## config.mk

```make
export PLATFORM = sky130hd
export DESIGN_NAME = fb_unpack
export DESIGN_NICKNAME = d
export VERILOG_FILES = /design/src/rtl/fb_unpack.sv
export SDC_FILE = /design/constraint.sdc
export NUM_CORES = 1
export LEC_CHECK = 0
export BUFFER_PORTS_ARGS = -buffer_cell sky130_fd_sc_hd__clkbuf_2
export CAP_MARGIN = 20
export CORE_UTILIZATION = 30
export DETAILED_ROUTE_END_ITERATION = 16
export PLACE_DENSITY = 0.58
export SLEW_MARGIN = 20
export SYNTH_ARGS = -nofsm -noshare
export SYNTH_HDL_FRONTEND = slang
export SYNTH_SLANG_ARGS = --single-unit
```

## constraint.sdc

```tcl
create_clock -name clk -period 8.2 [get_ports clk]
set_input_delay 1.23 -clock clk [delete_from_list [all_inputs] [get_ports clk]]
set_output_delay 1.23 -clock clk [all_outputs]
set_load 0.01 [all_outputs]
```

## src/rtl/fb_unpack.sv

```systemverilog
module fb_unpack #(
  parameter int WIDTH_W = 12
) (
  input  logic               clk,
  input  logic               rst_n,
  input  logic [2:0]         bpp_code,
  input  logic               be_bytes,
  input  logic               be_pixels,
  input  logic               bgr,
  input  logic [1:0]         fmt16_sel,
  input  logic               ext_variant,
  input  logic [WIDTH_W-1:0] line_width,
  output logic [WIDTH_W+1:0] line_bytes,
  input  logic               in_valid,
  output logic               in_ready,
  input  logic [31:0]        in_word,
  output logic               out_valid,
  input  logic               out_ready,
  output logic [7:0]         pix_index,
  output logic [23:0]        pix_rgb,
  output logic               pix_direct,
  output logic               pix_last
);

  typedef enum logic [2:0] {K_PAL, K_5551, K_565, K_444, K_888} kind_e;

  kind_e              kind;
  logic               swap_rb;
  logic [2:0]         lb;
  logic [31:0]        word_q;
  logic               full;
  logic [4:0]         lane;
  logic [WIDTH_W-1:0] cnt;

  always_comb begin
    kind    = K_PAL;
    swap_rb = bgr;
    lb      = bpp_code;
    case (bpp_code)
      3'd0, 3'd1, 3'd2, 3'd3: begin
        kind    = K_PAL;
        swap_rb = 1'b0;
      end
      3'd5: kind = K_888;
      default: begin
        lb = 3'd4;
        if (ext_variant) begin
          if (bpp_code == 3'd4)      kind = K_5551;
          else if (bpp_code == 3'd6) kind = K_565;
          else                       kind = K_444;
        end else begin
          case (fmt16_sel)
            2'd1: kind = K_5551;
            2'd3: begin
              kind    = K_565;
              swap_rb = 1'b1;
            end
            default: kind = K_565;
          endcase
        end
      end
    endcase
  end

  always_comb begin
    case (lb)
      3'd0:    line_bytes = {2'b00, line_width} >> 3;
      3'd1:    line_bytes = {2'b00, line_width} >> 2;
      3'd2:    line_bytes = {2'b00, line_width} >> 1;
      3'd3:    line_bytes = {2'b00, line_width};
      3'd4:    line_bytes = {1'b0, line_width, 1'b0};
      default: line_bytes = {line_width, 2'b00};
    endcase
  end

  logic [5:0]  ppw;
  logic [4:0]  lane_max;
  logic [31:0] wsw;
  logic [4:0]  off;
  logic [2:0]  mir;
  logic [23:0] raw;

  assign ppw      = 6'd32 >> lb;
  assign lane_max = 5'(ppw - 6'd1);
  assign wsw      = be_bytes ? {word_q[7:0], word_q[15:8], word_q[23:16], word_q[31:24]} : word_q;
  assign mir      = (!be_bytes && be_pixels && lb < 3'd3) ? 3'(4'd8 - (4'd1 << lb)) : 3'd0;
  assign off      = (lane << lb) ^ {2'b00, mir};
  assign raw      = 24'(wsw >> off);

  logic [7:0] f_lo, f_mid, f_hi;

  always_comb begin
    case (kind)
      K_5551: begin
        f_lo = {raw[4:0], 3'b000};  f_mid = {raw[9:5], 3'b000};   f_hi = {raw[14:10], 3'b000};
      end
      K_565: begin
        f_lo = {raw[4:0], 3'b000};  f_mid = {raw[10:5], 2'b00};   f_hi = {raw[15:11], 3'b000};
      end
      K_444: begin
        f_lo = {raw[3:0], 4'h0};    f_mid = {raw[7:4], 4'h0};     f_hi = {raw[11:8], 4'h0};
      end
      K_888: begin
        f_lo = raw[7:0];            f_mid = raw[15:8];            f_hi = raw[23:16];
      end
      default: begin
        f_lo = 8'h00;               f_mid = 8'h00;                f_hi = 8'h00;
      end
    endcase
  end

  always_comb begin
    case (lb)
      3'd0:    pix_index = {7'd0, raw[0]};
      3'd1:    pix_index = {6'd0, raw[1:0]};
      3'd2:    pix_index = {4'd0, raw[3:0]};
      3'd3:    pix_index = raw[7:0];
      default: pix_index = 8'h00;
    endcase
  end

  assign pix_direct = (kind != K_PAL);
  assign pix_rgb    = swap_rb ? {f_hi, f_mid, f_lo} : {f_lo, f_mid, f_hi};

  logic [WIDTH_W:0] cnt_nx;
  logic             consume;
  logic             fire;

  assign cnt_nx    = {1'b0, cnt} + {{WIDTH_W{1'b0}}, 1'b1};
  assign pix_last  = cnt_nx >= {1'b0, line_width};
  assign consume   = pix_last || (lane == lane_max);
  assign out_valid = full;
  assign fire      = full && out_ready;
  assign in_ready  = !full || (out_ready && consume);

  always_ff @(posedge clk) begin
    if (!rst_n) begin
      full   <= 1'b0;
      lane   <= '0;
      cnt    <= '0;
      word_q <= '0;
    end else begin
      if (fire) begin
        cnt <= pix_last ? '0 : cnt_nx[WIDTH_W-1:0];
        if (consume) begin
          full <= 1'b0;
          lane <= '0;
        end else begin
          lane <= lane + 5'd1;
        end
      end
      if (in_valid && in_ready) begin
        full   <= 1'b1;
        word_q <= in_word;
        lane   <= '0;
      end
    end
  end

  AST_HOLD_STALL: assert property (@(posedge clk) disable iff (!rst_n)
    out_valid && !out_ready |=> out_valid && $stable(word_q) && $stable(lane));
  AST_NO_TAKE_STALL: assert property (@(posedge clk) disable iff (!rst_n)
    out_valid && !out_ready |-> !in_ready);
  AST_LINE_RESTART: assert property (@(posedge clk) disable iff (!rst_n)
    out_valid && out_ready && pix_last |=> cnt == '0);
  AST_CNT_BOUND: assert property (@(posedge clk) disable iff (!rst_n)
    full && line_width != '0 |-> cnt < line_width);
  AST_LANE_BOUND: assert property (@(posedge clk) disable iff (!rst_n)
    full |-> lane <= lane_max);

endmodule

```

==> results by group, run 1 <==
Run status
  • Status: finished clean

Route
  • Vias: between 6,000 and 7,000
  • Drt first-iter violations: between 800 and 900
  • Routed WL: between 20,000 and 25,000 µm
  • Drt pass-1 iters: 6
  • Antenna viol nets, final: 0
  • Routed WL per cell: roughly 17 µm
  • DRC Markers: 0
  • Routed vias/inst: around 5.6

STA
  • Final setup viols: 0
  • Final Skew: between 3 and 4 ps
  • Max-slew violation count: 0
  • Slew margin rel.: 0.369
  • RSZ-0062 raised after global routing: no
  • Fin. Hold Viols: 0
  • Tightest Pin Transition: about 940 ps
  • Clock period minus worst slack: 6760 ps
  • Fin crit share: 0.824
  • Fmax: between 100 and 150 MHz
  • Hold slack final: between 400 and 500 ps
  • Setup TNS Final: 0 ps

Floorplanning
  • I/O pin cnt: 107
  • Core area: approximately 0.02 mm²
  • Die Width: 146 µm
  • Chip height: 146 µm
  • Die ar.: between 0.02 and 0.025 mm²
  • Row count: 52
  • Starting Density: 0.306

Synth
  • Syn_area_per_cell: between 7 and 8 µm²
  • Post-synth net total: approximately 920
  • Synth Cell Area: between 0.006 and 0.007 mm²
  • FFs w/ async S/R, synth: 0
  • Number of enable flip-flop cells after synthesis: 0
  • Number of synthesis warnings: 0
  • Register area share after synthesis: 0.162
  • Unique masters post-synth: 77
  • Commonest register cell after synthesis: dfxtp_1
  • Seq cells post-synth: 50
  • Post-synthesis cell count: between 800 and 900

Clock network
  • Clock-pin slew on the worst setup and hold paths: about 70 ps
  • # hold bufs at CTS: 0
  • H-Tree Depth: 2
  • Clock Sinks: 50
  • Post CTS Setup Buffer Count: 0
  • Cts repair resizes: 0
  • CTS Buf Count: 5
  • Root Driver: clkbuf_16
  • Clock Latency Late Sink: 290 ps
  • Max Root-Sink Buffers: 2
  • TritonCTS clock tree: built

Place
  • Port Buffers: approximately 110
  • Placed Area: just under 0.007 mm²
  • Cells after DPL: around 1,200
  • Post-DP HPWL: about 15,000 µm
  • Final Wtd Congestion: about 0.9

Flow run
  • Number of max-cap violations: 0

Global route
  • Largest net degree at the start of global routing: 80
  • First-pass GRT wire length: around 32,000 µm
  • Antenna violations before repair: 0
  • Number of global-route vias before repair: about 5,800
  • Total GRT Usage: 0.185
  • Grt ovf: 0

Cells and area
  • Final instance area: about 0.0070 mm²
  • Util after Layout: 0.347
  • P&R area growth vs syn: 13.7%
  • Fraction of layout cells with a size suffix above 1: 0.217
  • N_diodes: 0
  • Fillers: between 2,000 and 2,500
  • Final Net Count: 973
  • Finished Layout Cells: between 1,000 and 1,500

Worst hold path
  • Worst hold path class: flip-flop to flip-flop

Power
  • VDD IR max: between 80 and 90 µV
  • P_leak: 2.83 nW
  • PwrDens: between 100 and 150 mW/mm²

Worst setup path
  • FF-to-FF path depth: 16
  • Critical path destination: pix_rgb[22]
  • Critical setup path kind: primary input to output port
  • R2r setup slk: 4600 ps
  • Setup crit start kind: primary input
  • Critical Path Source: bpp_code[0]
  • Crit-path max FO: 32
  • Critical Path End Type: output port
  • CP Data Arrival Time: around 5500 ps
  • RR Startpoint: cnt[0]
  • Required @ worst endpoint: between 6000 and 7000 ps
  • Reg2reg end: word_q[9]
[stage by stage]
stage,setup WS (ps),total power (W)
finish,1440,0.000798
global route,1230,0.000845
CTS,1460,0.000803
detailed placement,1450,0.000559
global placement,1530,0.000558
floorplan,1770,0.000469
[routing by layer]
metal	global-route usage	routed length [µm]
met2	0.261	8300
met5	0	0
met4	0.0437	261
met3	0.0229	1240
met1	0.291	10300
[state kept, by name, indices dropped and copies added (netlist names)]
| name | count |
|---|---|
| cnt | 12 |
| word_q | 32 |
| out_valid | 1 |
| lane | 5 |
[final cells by class]
type | count | area [µm²] | share of cell area
tap | 270 | 338 | 0.0481
inverter | 30 | 113 | 0.0160
multi-input combinational | 694 | 4770 | 0.679
timing repair buffer | 120 | 636 | 0.0904
clock buffer | 5 | 125 | 0.0178
sequential | 50 | 1000 | 0.142
clock inverter | 3 | 47.5 | 0.00676
[synthesized netlist by cell type (24+ instances only)]
| cell | instances | area, µm² |
|---|---|---|
| nand2_1 | 116 | 435 |
| o21ai_0 | 65 | 325 |
| nand3_1 | 60 | 300 |
| a21oi_1 | 55 | 275 |
| nor2_1 | 54 | 203 |
| dfxtp_1 | 50 | 1000 |
| clkbuf_1 | 42 | 158 |
| mux4_2 | 30 | 676 |
| inv_1 | 28 | 105 |
| a22oi_1 | 27 | 203 |
| nand2b_1 | 24 | 150 |
[worst min path at each step]
| stage | startpoint | to | slack (ps) | cells after the start |
|---|---|---|---|---|
| detailed placement | cnt[1] | cnt[1] | 490 | 2 |
| finish | cnt[1] | cnt[1] | 490 | 2 |
| global placement | cnt[1] | cnt[1] | 480 | 2 |
| global route | cnt[1] | cnt[1] | 520 | 2 |
| floorplan | cnt[1] | cnt[1] | 460 | 2 |
| CTS | cnt[1] | cnt[1] | 500 | 2 |
[where the power goes]
part,internal [W],total (W),leakage [nW],switching (W)
Clock,0.000146,0.000240,0.0848,0.0000939
Combinational,0.000112,0.000289,2.34,0.000177
Sequential,0.000254,0.000269,0.408,0.0000150
[layout by cell type (no fill, tap or decap), drive strengths merged, types with 7 or more instances in the layout]
cell / Yosys / final
nand2: 116 / 116
clkbuf: 42 / 111
o21ai: 67 / 67
nand3: 60 / 60
nor2: 56 / 56
a21oi: 55 / 55
dfxtp: 50 / 50
inv: 30 / 32
mux4: 30 / 30
a22oi: 27 / 27
nand2b: 24 / 24
mux2i: 21 / 21
nor3: 21 / 21
a211oi: 18 / 18
ha: 15 / 15
buf: 29 / 14
or2: 13 / 13
and2: 12 / 12
a21boi: 12 / 12
o211ai: 10 / 10
o22ai: 9 / 9
mux2: 9 / 9
o21a: 9 / 9
xnor2: 9 / 9
nand4: 7 / 7
a221oi: 7 / 7
[cells by family after synthesis]
logic type               share of synthesized area
adder cells (fa/ha/maj)                     0.0303
XOR/XNOR                                    0.0273
flip-flops                                   0.162
buffers and inverters                       0.0680
AND/OR/NAND/NOR                              0.262
multiplexers                                 0.160
AO/OA/AOI/OAI                                0.291
[worst max-delay path: stages]
cell and delay, ps:
clkbuf_2 90, or2_4 270, nor2_4 330, inv_2 250, ha_1 340, and3b_1 230, mux2i_1 270, a31o_2 660
mux4_2 620, a221oi_2 300, o211ai_2 180, a221o_1 340, mux2_2 270, clkbuf_2 130
Power figures use the tool's default switching activity.
==> run 2: changes to the inputs <==
--- a/config.mk
+++ b/config.mk
@@ -9,7 +9,7 @@
 export CAP_MARGIN = 20
 export CORE_UTILIZATION = 30
 export DETAILED_ROUTE_END_ITERATION = 16
-export PLACE_DENSITY = 0.58
+export PLACE_DENSITY = 0.6
 export SLEW_MARGIN = 20
 export SYNTH_ARGS = -nofsm -noshare
 export SYNTH_HDL_FRONTEND = slang
==> constraint.sdc (replaced) <==
create_clock -name clk -period 6 [get_ports clk]
set_input_delay 0.9 -clock clk [delete_from_list [all_inputs] [get_ports clk]]
set_output_delay 0.9 -clock clk [all_outputs]
set_load 0.01 [all_outputs]
==> run 2 against run 1 <==
Critical path depth rose by 1; core utilization rose by 0.44 points; global-route usage rose by 0.95 points; combinational power rose by 41%; die area did not move; clock power rose by 23%; power rose by 34%; clock skew rose by 0.59 ps; largest cell class unchanged.
==> results by group, run 2 (same netlist as run 1, synthesis figures left out) <==
Run status
  • Status: finished clean

Cells and area
  • Largest registers: word_q: 32 flops, cnt: 12 flops, lane: 5 flops
  • P&R area growth vs syn: 15.1%
  • Final Net Count: 986 (+1.3%)
  • Util after Layout: 0.352 (+0.00439)
  • Largest register FFs: 32 (unchanged)
  • Final instance area: 0.00712 mm² (+1.3%)
  • N_diodes: 0 (unchanged)
  • Most common cell after layout, fill and taps aside: nand2_1
  • Most flop-heavy register: word_q
  • Fraction of layout cells with a size suffix above 1: 0.228 (+0.0111)
  • Commonest non-fill, non-tap cells in the layout: nand2_1 (116), clkbuf_2 (106), o21ai_0 (65)
  • Fillers: 2,152 (-1.6%)

Clock network
  • Clock Sinks: 50 (unchanged)
  • Clock Latency Late Sink: 290 ps (about the same)
  • TritonCTS clock tree: built
  • H-Tree Depth: 2 (unchanged)
  • CTS Buf Count: 5 (unchanged)
  • Clock-pin slew on the worst setup and hold paths: 70 ps (about the same)
  • Root Driver: clkbuf_16
  • Post CTS Setup Buffer Count: 0 (unchanged)
  • Max Root-Sink Buffers: 2 (unchanged)

Route
  • Vias: 6,730 (+2.2%)
  • Routed WL: 20,800 µm (+3.3%)
  • Drt pass-1 iters: 5 (-1)
  • Routed WL per cell: 17.5 µm (+2.1%)
  • DRC Markers: 0 (unchanged)
  • Antenna viol nets, final: 0 (unchanged)
  • Drt first-iter violations: 618 (-29%)
  • Routed vias/inst: 5.68 (+1.1%)

Worst setup path
  • Critical path depth: 15 (+1)
  • Buf+Inv Stages, Crit Path: 4 (+1)
  • Reg2reg end: word_q[2]
  • R2r setup slk: 2420 ps (-2180 ps)
  • Critical path destination: pix_index[1]
  • RR Startpoint: cnt[0]
  • Setup crit start kind: primary input
  • Critical setup path kind: primary input to output port
  • Required @ worst endpoint: 5100 ps (-1870 ps)
  • Critical-path cell list: clkbuf_2, inv_1, nor2_1, nand2_1, ha_1, and3b_1, mux2i_1, a31o_2, buf_4, nor2_1, and3_1, a311o_1, a211o_1, a2111oi_0, clkbuf_2
  • Critical Path End Type: output port
  • Worst path slowest cell: a2111oi_0
  • Critical Path Source: bpp_code[0]
  • Crit-path max FO: 17 (-47%)
  • CP Data Arrival Time: 4830 ps (-700 ps)
  • FF-to-FF path depth: 16 (unchanged)
  • Max incr delay on CP: 600 ps (-60 ps)
  • Family with the most delay on the worst path: compound AO/OA/AOI/OAI gates

Floorplanning
  • Core area: 0.0202 mm² (unchanged)
  • Die ar.: 0.0212 mm² (unchanged)
  • Row count: 52 (unchanged)
  • I/O pin cnt: 107 (unchanged)
  • Starting Density: 0.306 (unchanged)
  • Chip height: 146 µm (unchanged)
  • Die Width: 146 µm (unchanged)

Power
  • PwrDens: 150 mW/mm² (+32%)
  • P_leak: 2.88 nW (+1.8%)
  • VDD IR max: 125 µV (+49%)

STA
  • Final setup viols: 0 (unchanged)
  • Tightest Pin Transition: 913 ps (-26.0 ps)
  • Final Skew: 3.98 ps (+0.595 ps)
  • Max-slew violation count: 0 (unchanged)
  • RSZ-0062 raised after global routing: no
  • Fmax: between 150 and 200 MHz
  • Clock period minus worst slack: ~5700 ps
  • Slew margin rel.: 0.389 (+0.0199)
  • Fin. Hold Viols: 0 (unchanged)
  • Setup TNS Final: 0 ps (unchanged)
  • Fin crit share: 0.956

Global route
  • Grt ovf: 0 (unchanged)
  • Total GRT Usage: 0.194 (+0.00950)
  • Largest net degree at the start of global routing: 66 (-18%)
  • Antenna violations before repair: 0 (unchanged)
  • First-pass GRT wire length: 33,800 µm (+5.1%)
  • Number of global-route vias before repair: 6,157 (+7.0%)

Flow run
  • Number of max-cap violations: 0 (unchanged)

Worst hold path
  • Hold Path Stages: 2 (unchanged)
  • Worst hold path class: flip-flop to flip-flop

Place
  • Post-DP HPWL: 16,100 µm (+5.5%)
  • Port Buffers: 106 (unchanged)
  • Placed Area: 0.00696 mm² (+1.4%)
  • Final Wtd Congestion: 0.963 (+5.1%)
-- run 2: changes by cell type in the layout (fill, tap and decap cells not counted) --
| cell | delta |
|---|---|
| bufinv_16 | -1 |
| a31oi_2 | -1 |
| clkbuf_8 | +1 |
| clkinvlp_4 | +1 |
| inv_6 | -1 |
| a31oi_4 | +1 |
| buf_4 | +13 |
-- run 2: timing repair --
item,CTS,global route
hold buffers,0,0
gates resized for setup,0,1
setup endpoints to repair,0,1
-- run 2: metal layers --
| metal | vias to the layer above | global-route usage | part of all wire |
|---|---|---|---|
| met5 | - | 0 | 0 |
| met4 | 0 | 0.0463 | 0.012 |
| met3 | 21 | 0.0323 | 0.073 |
| met2 | 297 | 0.281 | 0.41 |
| met1 | 3132 | 0.295 | 0.50 |
| li1 | 3280 | - | - |
-- run 2: worst min path at each step --
stage	to	slack, ps	startpoint
finish	cnt[10]	500	cnt[10]
global route	cnt[10]	520	cnt[10]
CTS	cnt[10]	500	cnt[10]
detailed placement	cnt[10]	480	cnt[10]
global placement	cnt[1]	480	cnt[1]
floorplan	cnt[1]	460	cnt[1]
-- run 2: final cells by class --
type	count	area [µm²]	area share
Multi-Input combinational cell	694	4780	0.671
Sequential cell	50	1000	0.141
Tap cell	270	338	0.0475
Inverter	30	113	0.0158
Clock buffer	6	139	0.0195
Timing Repair Buffer	133	733	0.103
Clock inverter	2	16.3	0.00228
-- run 2: where the power goes --
group          total (W)  switching, W  leakage, nW  internal, W
sequential      0.000367     0.0000199        0.408     0.000347
combinational   0.000407      0.000247         2.40     0.000160
clock           0.000296      0.000128       0.0735     0.000168
-- run 2: worst reg2reg max path: cells and delay by family (launching register included) --
| kind | cells | cell delay, ps |
|---|---|---|
| buffers and inverters | 4 | 850 |
| xor gates and xnor gates | 1 | 230 |
| adders and majority gates | 2 | 540 |
| AOI/OAI and AO/OA | 4 | 910 |
| and+or+nand+nor | 5 | 600 |
| DFF | 1 | 410 |
-- run 2: stage by stage --
stage	cells	setup slack (ps)	hold slack, ps	power (W)
finish	1185	266	497	0.00107
detailed placement	1177	358	485	0.000774
floorplan	845	233	458	0.000641
global placement	1177	384	476	0.000772
global route	1185	155	520	0.00113
CTS	1185	333	501	0.00107
==> run 3: changes to the inputs <==
--- a/config.mk
+++ b/config.mk
@@ -10,6 +10,7 @@
 export CORE_UTILIZATION = 30
 export DETAILED_ROUTE_END_ITERATION = 16
 export PLACE_DENSITY = 0.6
+export REMOVE_ABC_BUFFERS = 1
 export SLEW_MARGIN = 20
 export SYNTH_ARGS = -nofsm -noshare
 export SYNTH_HDL_FRONTEND = slang
==> constraint.sdc (replaced) <==
create_clock -name clk -period 5.1 [get_ports clk]
set_input_delay 0.765 -clock clk [delete_from_list [all_inputs] [get_ports clk]]
set_output_delay 0.765 -clock clk [all_outputs]
set_load 0.01 [all_outputs]
==> run 3 against run 2 <==
Routed wire length decreased by 2.1%; via count decreased by 1.6%; clock skew increased by 4.1 ps; worst hold slack got worse by 13 ps; flip-flop and latch count unchanged; sequential share of layout area decreased by 0.31 points.
==> results by group, run 3 (same netlist as run 1, synthesis figures left out) <==
Worst setup path
  • Critical setup path kind: primary input to output port
  • Required @ worst endpoint: 4340 ps (-760 ps)
  • Setup crit start kind: primary input
  • Critical Path End Type: output port
  • Crit-path max FO: 23 (+6)
  • CP Data Arrival Time: 4200 ps (-630 ps)

Route
  • DRC Markers: 0 (unchanged)
  • Routed vias/inst: 5.52 (-2.8%)
  • Routed WL per cell: 17.0 µm (-3.3%)
  • Drt first-iter violations: 661 (+7.0%)
  • Antenna viol nets, final: 0 (unchanged)
  • Drt pass-1 iters: 7 (+2)
  • Vias: 6,621 (-1.6%)
  • Routed WL: 20,300 µm (-2.1%)

STA
  • Slew margin rel.: 0.315 (-0.0745)
  • Clock period minus worst slack: 4960 ps
  • Hold slack final: 484 ps (-13.0 ps)
  • Fin. Hold Viols: 0 (unchanged)
  • Final worst slack: 140 ps (-126 ps)
  • Fmax: 202 MHz
  • Final Skew: 8.12 ps (+4.15 ps)
  • Tightest Pin Transition: 1020 ps (+107 ps)
  • Fin crit share: 0.973
  • Final setup viols: 0 (unchanged)
  • Max-slew violation count: 0 (unchanged)
  • RSZ-0062 raised after global routing: no

Cells and area
  • Fraction of layout cells with a size suffix above 1: 0.244 (+0.0157)
  • Final instance area: 0.00728 mm² (+2.2%)
  • Largest register FFs: 32 (unchanged)
  • Commonest non-fill, non-tap cells in the layout: nand2_1 (116), clkbuf_2 (106), o21ai_0 (65)
  • Most flop-heavy register: word_q
  • P&R area growth vs syn: 17.7%
  • Final Net Count: 1,001 (+1.5%)
  • N_diodes: 0 (unchanged)
  • Finished Layout Cells: 1,200 (+1.3%)
  • Most common cell after layout, fill and taps aside: nand2_1
  • Largest registers: word_q: 32 flops, cnt: 12 flops, lane: 5 flops

Power
  • P_leak: 2.97 nW (+3.0%)
  • Switching share of power: 0.358 (-0.0118)
  • VDD IR max: 108 µV (-13%)
  • Share of power burned in registers: 0.328 (-0.015)
  • Clock share of power: 0.297 (+0.020)
  • Gate power share: 0.374 (-0.006)
  • Sw power: 0.000468 W (+18%)
  • PwrDens: 180 mW/mm² (+20%)
  • Internal Power: 0.000840 W (+25%)

Floorplanning
  • Die Width: 146 µm (unchanged)
  • Chip height: 146 µm (unchanged)
  • Core area: 0.0202 mm² (unchanged)
  • I/O pin cnt: 107 (unchanged)
  • Starting Density: 0.306 (unchanged)
  • Row count: 52 (unchanged)
  • Die ar.: 0.0212 mm² (unchanged)

Global route
  • Largest net degree at the start of global routing: 66 (unchanged)
  • First-pass GRT wire length: 33,000 µm (-2.1%)
  • Number of global-route vias before repair: 6,142 (-0.24%)
  • Grt ovf: 0 (unchanged)
  • Total GRT Usage: 0.189 (-0.00459)
  • Antenna violations before repair: 0 (unchanged)

Clock network
  • CTS Buf Count: 5 (unchanged)
  • Clock-pin slew on the worst setup and hold paths: 70 ps (about the same)
  • TritonCTS clock tree: built
  • H-Tree Depth: 2 (unchanged)
  • Clock Sinks: 50 (unchanged)
  • Max Root-Sink Buffers: 2 (unchanged)
  • Clock Latency Late Sink: 300 ps (about the same)
  • # hold bufs at CTS: 0 (unchanged)
  • Root Driver: clkbuf_16

Place
  • Cells after DPL: 1,190 (+1.1%)
  • Port Buffers: 106 (unchanged)
  • Final Wtd Congestion: 0.926 (-3.9%)
  • Pre-CTS setup slack: 131 ps (-227 ps)
  • Post-DP HPWL: 15,800 µm (-2.0%)
  • Placed Area: 0.00708 mm² (+1.8%)

Run status
  • Status: finished clean

Flow run
  • Number of max-cap violations: 0 (unchanged)

Worst hold path
  • Worst hold path class: flip-flop to flip-flop
-- run 3: changes by cell type in the layout (fill, tap and decap cells not counted), moves of 2 or more --
cell,change
buf_12,+2
buf_4,+13
mux2i_1,-2
mux2i_2,+2
-- run 3: through the flow --
stage	util	total power, W	TNS, ps
after floorplan	-	0.000719	-22520
after global placement	0.350	0.000915	0
after detailed placement	0.350	0.000917	0
after CTS	0.358	0.00131	0
after global routing	0.360	0.00138	0
final	0.360	0.00131	0
-- run 3: path summary, 6_finish.rpt --
path / start / endpoint / slack (ps) / depth (start not counted)
min reg2reg: cnt[1] / cnt[1] / 480 / 2
max reg2reg: cnt[0] / word_q[15] / 1300 / 14
min: cnt[1] / cnt[1] / 480 / 2
max: bpp_code[0] / pix_rgb[22] / 140 / 16
-- run 3: layer usage --
layer | part of all wire | global-route usage
met5 | 0 | 0
met4 | 0.016 | 0.0616
met3 | 0.050 | 0.0201
met2 | 0.44 | 0.285
met1 | 0.50 | 0.281
-- run 3: worst max-delay path, stage by stage --
cell	delay (ps)
clkbuf_2	130
or2_4	280
nor2_4	100
inv_2	50
ha_1	260
and3b_1	220
mux2i_2	310
a31oi_2	160
buf_12	190
or4_1	540
a21oi_1	170
a221o_1	250
nor2_1	90
a221o_1	280
mux2_2	270
clkbuf_2	120
-- run 3: area by class of cell --
cell class	instances	area, µm²
Inverter	30	113
Multi-Input combinational cell	694	4790
Tap cell	270	338
Sequential cell	50	1000
Fill cell	2163	13000
Timing Repair Buffer	148	871
Clock buffer	5	125
Clock inverter	3	43.8
-- run 3: timing repair --
| item | in CTS | in global routing |
|---|---|---|
| setup endpoints to repair | 0 | 3 |
| resized for setup | 0 | 3 |
| buffers inserted | 0 | 2 |
-- run 3: power by group through the flow --
stage | sequential, W | combinational, W | clock (W)
2_1_floorplan | 0.000432 | 0.000287 | 0
3_3_place_gp | 0.000438 | 0.000477 | 0
3_5_place_dp | 0.000439 | 0.000478 | 0
5_1_grt | 0.000433 | 0.000535 | 0.000411
6_report | 0.000430 | 0.000490 | 0.000389
4_1_cts | 0.000430 | 0.000480 | 0.000401
